File: src/rtl/crs_pkg.sv
package crs_pkg;
  parameter int DEPTH  = 16;
  parameter int IDX_W  = $clog2(DEPTH);
  parameter int RES_W  = 13;
  parameter int DATA_W = 16;
  parameter int CHAN_W = 3;

  // strobes and state handed from control to datapath
  typedef struct packed {
    logic             rdBuf;
    logic             rdCtrl;
    logic             rdZero;
    logic [IDX_W-1:0] index;
    logic             alignLeft;
    logic             cfgSel;
  } strobe_t;
endpackage

File: src/rtl/crs_ctrl.sv
module crs_ctrl
  import crs_pkg::*;
(
  input  logic              clk,
  input  logic              rstN,
  input  logic              busAddr,
  input  logic              busWrEn,
  input  logic              busRdEn,
  input  logic [DATA_W-1:0] busWdata,
  output strobe_t           strb
);
  localparam int ALIGN_BIT = IDX_W;
  localparam int CFG_BIT   = IDX_W + 1;

  logic [IDX_W-1:0] indexQ;
  logic             alignQ;
  logic             cfgQ;
  logic             ctrlWr;
  logic             dataRd;

  assign ctrlWr = busWrEn && (busAddr == 1'b0);
  assign dataRd = busRdEn && (busAddr == 1'b1);

  always_ff @(posedge clk or negedge rstN) begin
    if (!rstN) begin
      indexQ <= '0;
      alignQ <= 1'b0;
      cfgQ   <= 1'b0;
    end else if (ctrlWr) begin
      indexQ <= busWdata[IDX_W-1:0];
      alignQ <= busWdata[ALIGN_BIT];
      cfgQ   <= busWdata[CFG_BIT];
    end else if (dataRd && !cfgQ) begin
      indexQ <= indexQ + 1'b1;  // natural wrap at DEPTH
    end
  end

  always_comb begin
    strb.rdBuf     = dataRd && !cfgQ;
    strb.rdZero    = dataRd && cfgQ;
    strb.rdCtrl    = busRdEn && (busAddr == 1'b0);
    strb.index     = indexQ;
    strb.alignLeft = alignQ;
    strb.cfgSel    = cfgQ;
  end
endmodule

File: src/rtl/crs_datapath.sv
module crs_datapath
  import crs_pkg::*;
(
  input  logic              clk,
  input  logic              rstN,
  input  strobe_t           strb,
  input  logic              convWrEn,
  input  logic [IDX_W-1:0]  convSlot,
  input  logic [CHAN_W-1:0] convChan,
  input  logic              convDiff,
  input  logic [RES_W-1:0]  convResult,
  output logic [DATA_W-1:0] busRdata
);
  localparam int PAD_W  = DATA_W - RES_W;
  localparam int CTRL_W = IDX_W + 4;

  logic [RES_W-1:0] resultMem [DEPTH];
  logic [DEPTH-1:0] tempMem;
  logic [DEPTH-1:0] diffMem;

  logic             newTemp;
  logic             newDiff;
  logic [RES_W-1:0] curRes;
  logic [DATA_W-1:0] fmtWord;
  logic [DATA_W-1:0] ctrlWord;

  // codes 11X mean internal temperature, always differential
  assign newTemp = convChan[CHAN_W-1] & convChan[CHAN_W-2];
  assign newDiff = newTemp | convDiff;

  always_ff @(posedge clk or negedge rstN) begin
    if (!rstN) begin
      for (int i = 0; i < DEPTH; i++) resultMem[i] <= '0;
      tempMem <= '0;
      diffMem <= '0;
    end else if (convWrEn) begin
      resultMem[convSlot] <= convResult;
      tempMem[convSlot]   <= newTemp;
      diffMem[convSlot]   <= newDiff;
    end
  end

  assign curRes = resultMem[strb.index];

  always_comb begin
    if (strb.alignLeft) fmtWord = {curRes, {PAD_W{1'b0}}};
    else                fmtWord = {{PAD_W{curRes[RES_W-1]}}, curRes};
    ctrlWord = {{(DATA_W-CTRL_W){1'b0}}, diffMem[strb.index], tempMem[strb.index],
                strb.cfgSel, strb.alignLeft, strb.index};
  end

  always_ff @(posedge clk or negedge rstN) begin
    if (!rstN)            busRdata <= '0;
    else if (strb.rdBuf)  busRdata <= fmtWord;
    else if (strb.rdCtrl) busRdata <= ctrlWord;
    else if (strb.rdZero) busRdata <= '0;
  end
endmodule

File: src/rtl/conv_result_store.sv
module conv_result_store
  import crs_pkg::*;
(
  input  logic              clk,
  input  logic              rstN,
  input  logic              busAddr,
  input  logic              busWrEn,
  input  logic              busRdEn,
  input  logic [DATA_W-1:0] busWdata,
  output logic [DATA_W-1:0] busRdata,
  input  logic              convWrEn,
  input  logic [IDX_W-1:0]  convSlot,
  input  logic [CHAN_W-1:0] convChan,
  input  logic              convDiff,
  input  logic [RES_W-1:0]  convResult
);
  strobe_t          strb;
  logic [IDX_W-1:0] curIndex;
  logic             cfgSel;
  logic             alignLeft;

  assign curIndex  = strb.index;
  assign cfgSel    = strb.cfgSel;
  assign alignLeft = strb.alignLeft;

  crs_ctrl u_ctrl (
    .clk      (clk),
    .rstN     (rstN),
    .busAddr  (busAddr),
    .busWrEn  (busWrEn),
    .busRdEn  (busRdEn),
    .busWdata (busWdata),
    .strb     (strb)
  );

  crs_datapath u_dp (
    .clk        (clk),
    .rstN       (rstN),
    .strb       (strb),
    .convWrEn   (convWrEn),
    .convSlot   (convSlot),
    .convChan   (convChan),
    .convDiff   (convDiff),
    .convResult (convResult),
    .busRdata   (busRdata)
  );
endmodule

File: config.mk
export PLATFORM = sky130hd
export DESIGN_NAME = conv_result_store
export DESIGN_NICKNAME = d
export VERILOG_FILES = /design/src/rtl/crs_pkg.sv /design/src/rtl/crs_ctrl.sv /design/src/rtl/crs_datapath.sv /design/src/rtl/conv_result_store.sv
export SDC_FILE = /design/constraint.sdc
export NUM_CORES = 1
export LEC_CHECK = 0
export BUFFER_PORTS_ARGS = -buffer_cell sky130_fd_sc_hd__buf_4
export CAP_MARGIN = 20
export CORE_MARGIN = 2
export CORE_UTILIZATION = 50
export CTS_CLUSTER_DIAMETER = 120
export DETAILED_ROUTE_END_ITERATION = 12
export GPL_ROUTABILITY_DRIVEN = 0
export GPL_TIMING_DRIVEN = 0
export MAX_ROUTING_LAYER = met4
export PLACE_DENSITY = 0.7
export SKIP_CTS_REPAIR_TIMING = 1
export SLEW_MARGIN = 20
export SYNTH_ARGS = -nofsm -noshare
export SYNTH_HDL_FRONTEND = slang
export SYNTH_HIERARCHICAL = 1
export SYNTH_SLANG_ARGS = --single-unit
export TNS_END_PERCENT = 30
File: constraint.sdc
create_clock -name clk -period 4.75 [get_ports clk]
set_input_delay 0.95 -clock clk [delete_from_list [all_inputs] [get_ports clk]]
set_output_delay 0.95 -clock clk [all_outputs]
set_load 0.01 [all_outputs]
==> results.yml, run 1 <==
outcome:
  status: "complete, no violations"
setup_path:
  slowest_cell_delay_on_critical_path_ns: 0.70
  worstPathMaxFanout: 10
  cp_data_arrival_time_ns: 3.39
  worstSetupStartpointType: "register"
  critical_path.most_common_cell: "buf_2"
  cp_max_stage_cell: "a221oi_1"
  setup.worst_path.end_class: "register"
  cp_cell_sequence: "buf_2 -> buf_2 -> buf_2 -> mux4_2 -> a221oi_1 -> nor2_1 -> a2bb2oi_1"
  cp_data_required_time_ns: 5.15
  setup.worst_path.class: "register to register"
clock_tree:
  clock_tree.buffer_depth: 3
  clockRootBuffer: "clkbuf_16"
  cts_sinks: 262
  path_clk_slew_ns: 0.06
  clock_insertion_delay_worst_skew_ns: 0.53
  cts_tree: "yes"
  cts_buffer_count: 27
  cts.htree.levels: 1
floorplanning:
  fp.dieH_um: 159
  design.core.area_mm2: 0.0235
  starting_density_of_the_core_pct: 50.9
  io_pins: 59
  die_x_um: 159
  num_rows: 56
  die_area_mm2: 0.0251
yosys:
  seq_total_area_yosys_pct: 54.9
  synthesis.nets: 859
  ys_seq_elements: 262
  dominantRegCellSynth: "dfrtp_1"
  synthesized_area_mm2: 0.0119
  edff_count_synth: 0
  async_reset_ff_share_pct: 100
  syn_warnings: 6
  yosys.cell_types.count: 42
  postSynthAreaPerCell_um2: 14.7
  synth_cells: 815
drt:
  drcViolationCount: 0
  drtAntennaViolNets: 0
  drt_iter0_markers: 655
  first_pass_iters: 5
  drt-wirelength-per-cell_um: 23.6
  number_of_vias_after_detailed_routing: 7253
  avgViaCountPerCell: 5.89
  drt-total-wl_um: 29100
cells_and_area:
  antenna_cells_inserted: 0
  final_design_instance_area_without_fill_mm2: 0.0137
  layout-drive-gt1-share_pct: 44.9
  area_growth_pct: 14.8
  final_layout_net_count: 937
timing:
  final_hold_vios: 0
  fin_tns_setup_ns: 0
  setup_repair_after_global_routing_missed_its_margin: "no"
  report.final.setup_viol: 0
  period_share_pct: 63.1
  min_period_ns: 3.00
  worst_pin_slew_ns: 1.09
  clock_skew_ns: 0.00778
  max_slew_margin_pct: 27.2
  clock.fmax_ghz: 0.334
  timing_max_transition_violations_final: 0
power:
  ir_drop_mv: 0.255
  power_leakage_nw: 5.97
  p_per_area_mw_per_mm2: 505
run:
  maxCapViolCount: 0
grt:
  grt_overflow: 0
  antenna_found_initial: 0
  grt_pass1_vias: 7518
  grt_first_pass_wirelength_um: 44800
  largest_net_degree_at_the_start_of_global_routing: 79
  groute.usage.overall_pct: 24.9
placed_design:
  hpwlAfterDp_um: 19100
  portBuffers: 46
  postPlaceCellArea_mm2: 0.0128
hold_path:
  hold_path.class: "input port to asynchronous set/reset pin"
-- layout by cell type, fill, tap and decap left out, drive strengths merged --
cell and count:
dfrtp 262, mux2 225, clkbuf 74, buf 73, mux4 62, nand2 34
nor2 33, o21ai 20, a21oi 19, mux2i 17, nand3 12, a22oi 12
clkinv 8, nand2b 7, nor3 6, inv 5, and2 5, or3 4
nand3b 4, bufinv 3, a221o 3, o211ai 3, clkinvlp 2, xor2 2
nor3b 2, nor2b 2, a221oi 2, and3 2, and2b 1, a31oi 1
nand4b 1, ha 1, o31ai 1, o311ai 1, a22o 1, a2bb2oi 1
o22ai 1, nor4 1
-- area by class of cell --
type	count	area [µm²]
Tap cell	319	399
Clock inverter	14	154
Clock buffer	35	776
Multi-Input combinational cell	486	5080
Fill cell	1866	9770
Sequential cell	262	6560
Timing Repair Buffer	49	435
Buffer	63	288
Inverter	4	15.0
-- cell usage after synthesis, types with 3 or more instances --
master / count / share of area (%)
a21oi_1: 19 / 0.80
a221o_1: 3 / 0.25
a22oi_1: 12 / 0.75
and2_1: 3 / 0.16
buf_2: 17 / 0.71
buf_4: 4 / 0.25
clkbuf_1: 39 / 1.2
dfrtp_1: 262 / 55
inv_1: 4 / 0.13
mux2_2: 225 / 21
mux2i_1: 17 / 1.4
mux4_2: 62 / 12
nand2_1: 34 / 1.1
nand2b_1: 7 / 0.37
nand3_1: 12 / 0.50
nand3b_1: 3 / 0.19
nor2_1: 33 / 1.0
nor3_1: 6 / 0.25
o211ai_1: 3 / 0.19
o21ai_0: 17 / 0.71
o21ai_1: 3 / 0.13
or3_1: 4 / 0.21
-- path summary, 6_finish.rpt --
| check | from | cells past startpoint | endpoint | slack [ns] |
|---|---|---|---|---|
| worst max register to register | u_ctrl/indexQ[1] | 7 | u_dp/busRdata[5] | 1.75 |
| max in group asynchronous | rstN | 3 | u_dp/resultMem[11] | 3.34 |
| worst min register to register | u_dp/tempMem[2] | 2 | u_dp/tempMem[2] | 0.48 |
| worst max-delay path | u_ctrl/indexQ[1] | 7 | u_dp/busRdata[5] | 1.75 |
| worst min-delay path | rstN | 1 | u_dp/resultMem[53] | 0.31 |
| min in group clk | u_dp/tempMem[2] | 2 | u_dp/tempMem[2] | 0.48 |
-- state kept, by name, indices dropped and copies added (netlist names) --
register        count
u_dp/diffMem       16
u_ctrl/alignQ       1
u_dp/tempMem       16
u_dp/busRdata      16
u_ctrl/indexQ       4
u_dp/resultMem    208
u_ctrl/cfgQ         1
-- metal layers --
layer / routed length, µm / share of wire (%) / vias up / global-route usage, %
li1: - / - / 3167 / -
met1: 13100 / 45 / 3820 / 34.8
met2: 13500 / 46 / 231 / 37.9
met3: 1880 / 6.5 / 35 / 4.82
met4: 564 / 1.9 / 0 / 6.48
met5: 0 / 0 / - / -
-- power by group --
group / total [W] / switching [W] / internal [W] / leakage [nW]
logic: 0.00173 / 0.000773 / 0.000954 / 2.28
clock network: 0.00218 / 0.000868 / 0.00131 / 0.463
registers: 0.00302 / 0.000269 / 0.00275 / 3.22
total: 0.00692 / 0.00191 / 0.00501 / 5.97
-- metrics by stage --
step | instances | setup WS, ns | power [W] | hold slack, ns | utilization, %
final | 1232 | 1.75 | 0.00692 | 0.311 | 58.4
after global routing | 1232 | 1.55 | 0.00725 | 0.350 | 58.4
after CTS | 1232 | 1.77 | 0.00697 | 0.329 | 58.4
after detailed placement | 1183 | 1.40 | 0.00478 | 0.468 | 54.4
after global placement | 1180 | 0.524 | 0.00471 | 0.457 | 54.0
after floorplan | 815 | 2.29 | 0.00420 | 0.445 | -
-- cells by family (layout without fill, tap and decap cells) --
| family | Yosys count | after routing | synth area share (%) |
|---|---|---|---|
| flip-flops | 262 | 262 | 54.9 |
| multiplexers | 304 | 304 | 34.3 |
| adder cells (fa/ha/maj) | 1 | 1 | 0.105 |
| AO/OA/AOI/OAI | 65 | 65 | 3.36 |
| buffers and inverters | 67 | 165 | 2.54 |
| AND/OR/NAND/NOR | 114 | 114 | 4.60 |
| XOR/XNOR | 2 | 2 | 0.147 |
-- critical path: cells and delay by family (launching register included) --
family                 cells  cell delay [ns]
DFF                        1             0.39
AOI/OAI and AO/OA          2             0.86
buffers and inverters      3             1.14
and+or+nand+nor            1             0.09
muxes                      1             0.39
Power figures use the tool's default switching activity.
==> run 2, diff against run 1 <==
--- a/config.mk
+++ b/config.mk
@@ -5,6 +5,7 @@
 export SDC_FILE = /design/constraint.sdc
 export NUM_CORES = 1
 export LEC_CHECK = 0
+export ABC_AREA = 1
 export BUFFER_PORTS_ARGS = -buffer_cell sky130_fd_sc_hd__buf_4
 export CAP_MARGIN = 20
 export CORE_MARGIN = 2
==> constraint.sdc (replaced) <==
create_clock -name clk -period 2.9 [get_ports clk]
set_input_delay 0.58 -clock clk [delete_from_list [all_inputs] [get_ports clk]]
set_output_delay 0.58 -clock clk [all_outputs]
set_load 0.01 [all_outputs]
==> run 2 against run 1 <==
Effect of this change:
- setup slack got worse by 1.2 ns
- cell count rose by 61%
- clock skew rose by 0.018 ns
- synthesized cell count rose by 91%
- flip-flop and latch count did not move
- routed wire length rose by 32%
- critical path depth rose by 1
- global-route usage rose by 6.2 points
- largest cell class unchanged
- largest power group unchanged
- highest routed layer unchanged
==> results.yml, run 2 <==
grt:
  antenna_found_initial: 0
  grt_pass1_vias: 10800
  groute.usage.overall_pct: 31.1
  grt_overflow: 0
  grt_first_pass_wirelength_um: 60300
  largest_net_degree_at_the_start_of_global_routing: 99
clock_tree:
  cts_buffer_count: 29
  clock_insertion_delay_worst_skew_ns: 0.57
  cts.htree.levels: 1
  cts_tree: "yes"
  path_clk_slew_ns: 0.06
  cts_sinks: 262
  clock_tree.buffer_depth: 3
  clockRootBuffer: "clkbuf_16"
drt:
  avgViaCountPerCell: 5.65
  number_of_vias_after_detailed_routing: 11200
  drcViolationCount: 0
  first_pass_iters: 5
  drt-wirelength-per-cell_um: 19.4
  drtAntennaViolNets: 0
  drt-total-wl_um: 38400
  drt_iter0_markers: 1326
yosys:
  seq_total_area_yosys_pct: 53.0
  synthesized_area_mm2: 0.0124
  yosys.cell_types.count: 27
  postSynthAreaPerCell_um2: 7.94
  async_reset_ff_share_pct: 100
  synth.most_common_cell: "nand2_1"
  syn_warnings: 6
  post-synth-top-area-cell: "dfrtp_1"
  ys_top_cells_by_area: "dfrtp_1 53%, nand2_1 15%, o21ai_0 12%"
  ys_seq_elements: 262
  synthesis.nets: 1601
  edff_count_synth: 0
  synth_cells: 1557
  dominantRegCellSynth: "dfrtp_1"
  synth_common_cells: "487 x nand2_1, 286 x o21ai_0, 262 x dfrtp_1"
  post-synth-top-area-fraction_pct: 53.0
cells_and_area:
  area_growth_pct: 14.1
  registers.top_by_ff_count: "u_dp/resultMem"
  final_common_cell: "nand2_1"
  antenna_cells_inserted: 0
  final_design_instance_area_without_fill_mm2: 0.0141
  final_util_pct: 58.0
  final.fill_count: 2250
  final_layout_net_count: 1681
  layout-drive-gt1-share_pct: 9.34
  final_cell_mix: "487 x nand2_1, 286 x o21ai_0, 262 x dfrtp_1"
  largest_register_ff_count: 208
timing:
  min_period_ns: 2.32
  report.final.setup_viol: 0
  clock_skew_ns: 0.0259
  clock.fmax_ghz: 0.431
  worst_pin_slew_ns: 0.770
  fin_tns_setup_ns: 0
  setup_repair_after_global_routing_missed_its_margin: "no"
  max_slew_margin_pct: 48.7
  final_hold_vios: 0
  period_share_pct: 79.9
  timing_max_transition_violations_final: 0
setup_path:
  worstSetupStartpointType: "register"
  rr_endpoint: "u_dp/busRdata[6]"
  cp_data_required_time_ns: 3.38
  setup.worst_path.end_class: "register"
  timing.reg2reg.setup_slack_ns: 0.58
  cp_data_arrival_time_ns: 2.80
  worst_setup_path_endpoint: "u_dp/busRdata[6]"
  reg2reg_from: "u_ctrl/indexQ[1]"
  setup.worst_path.class: "register to register"
  reg2reg_depth: 8
  cp-startpoint: "u_ctrl/indexQ[1]"
  worstPathMaxFanout: 10
floorplanning:
  die_area_mm2: 0.0260
  io_pins: 59
  design.core.area_mm2: 0.0243
  fp.dieH_um: 161
  num_rows: 57
  starting_density_of_the_core_pct: 50.8
  die_x_um: 161
placed_design:
  hpwlAfterDp_um: 27300
  postPlaceCellArea_mm2: 0.0132
  portBuffers: 47
hold_path:
  hold_path.class: "input port to asynchronous set/reset pin"
power:
  p_per_area_mw_per_mm2: 850
  power_leakage_nw: 6.89
  ir_drop_mv: 0.585
run:
  maxCapViolCount: 0
outcome:
  status: "complete, no violations"
-- run 2: final cells by class --
cell class              count  area [µm²]  share of cell area, %
flip-flops and latches    262        6560                   46.5
multi-input cells        1047        4700                   33.3
clock buffers              42         835                   5.92
inverters                 132         503                   3.57
repair buffers             49         415                   2.95
well taps                 324         405                   2.87
plain buffers             116         609                   4.32
clock inverters            11        83.8                  0.594
-- run 2: worst max-delay path: stages (launching register included) --
cell and delay, ns:
dfrtp_1 0.42, buf_4 0.22, clkbuf_1 0.51, o21ai_0 0.20, o22ai_1 0.27, nor2_1 0.07, nor3_1 0.39, nor2_1 0.09
nand3_1 0.08
-- run 2: power breakdown --
group / internal, W / switching (W) / total, W
Clock: 0.00207 / 0.00147 / 0.00354
Combinational: 0.00122 / 0.00238 / 0.00360
Sequential: 0.00444 / 0.000414 / 0.00485
Total: 0.00773 / 0.00427 / 0.0120
-- run 2: worst min-delay path by stage --
| stage | end | cells after the start |
|---|---|---|
| 2_1_floorplan | u_ctrl/alignQ | 0 |
| 3_3_place_gp | u_dp/tempMem[2] | 2 |
| 3_5_place_dp | u_dp/tempMem[2] | 2 |
| 4_1_cts | u_dp/diffMem[15] | 1 |
| 5_1_grt | u_dp/diffMem[11] | 1 |
| 6_report | u_dp/diffMem[15] | 1 |
-- run 2: per-stage QoR --
step                      worst slack, ns  hold slack [ns]  std cells  power, W
after global routing                0.518           0.0535       1983    0.0126
after detailed placement            0.619            0.468       1930   0.00839
final                               0.582           0.0119       1983    0.0120
after floorplan                      1.22            0.284       1557   0.00706
after CTS                           0.674           0.0300       1983    0.0119
after global placement             -0.927            0.460       1928   0.00829
-- run 2: logic make-up (layout without fill, tap and decap cells) --
family / after synthesis / in the layout / synth area share (%)
flops: 262 / 262 / 53.0
compound gates: 363 / 363 / 15.6
buf+inv: 248 / 350 / 9.00
simple gates: 683 / 683 / 22.3
fa+ha+maj: 1 / 1 / 0.101
-- run 2: per-layer routing --
| layer | global-route usage, % | wire, µm |
|---|---|---|
| met3 | 4.96 | 3750 |
| met1 | 41.8 | 15800 |
| met5 | - | 0 |
| met4 | 11.1 | 1450 |
| met2 | 48.2 | 17400 |
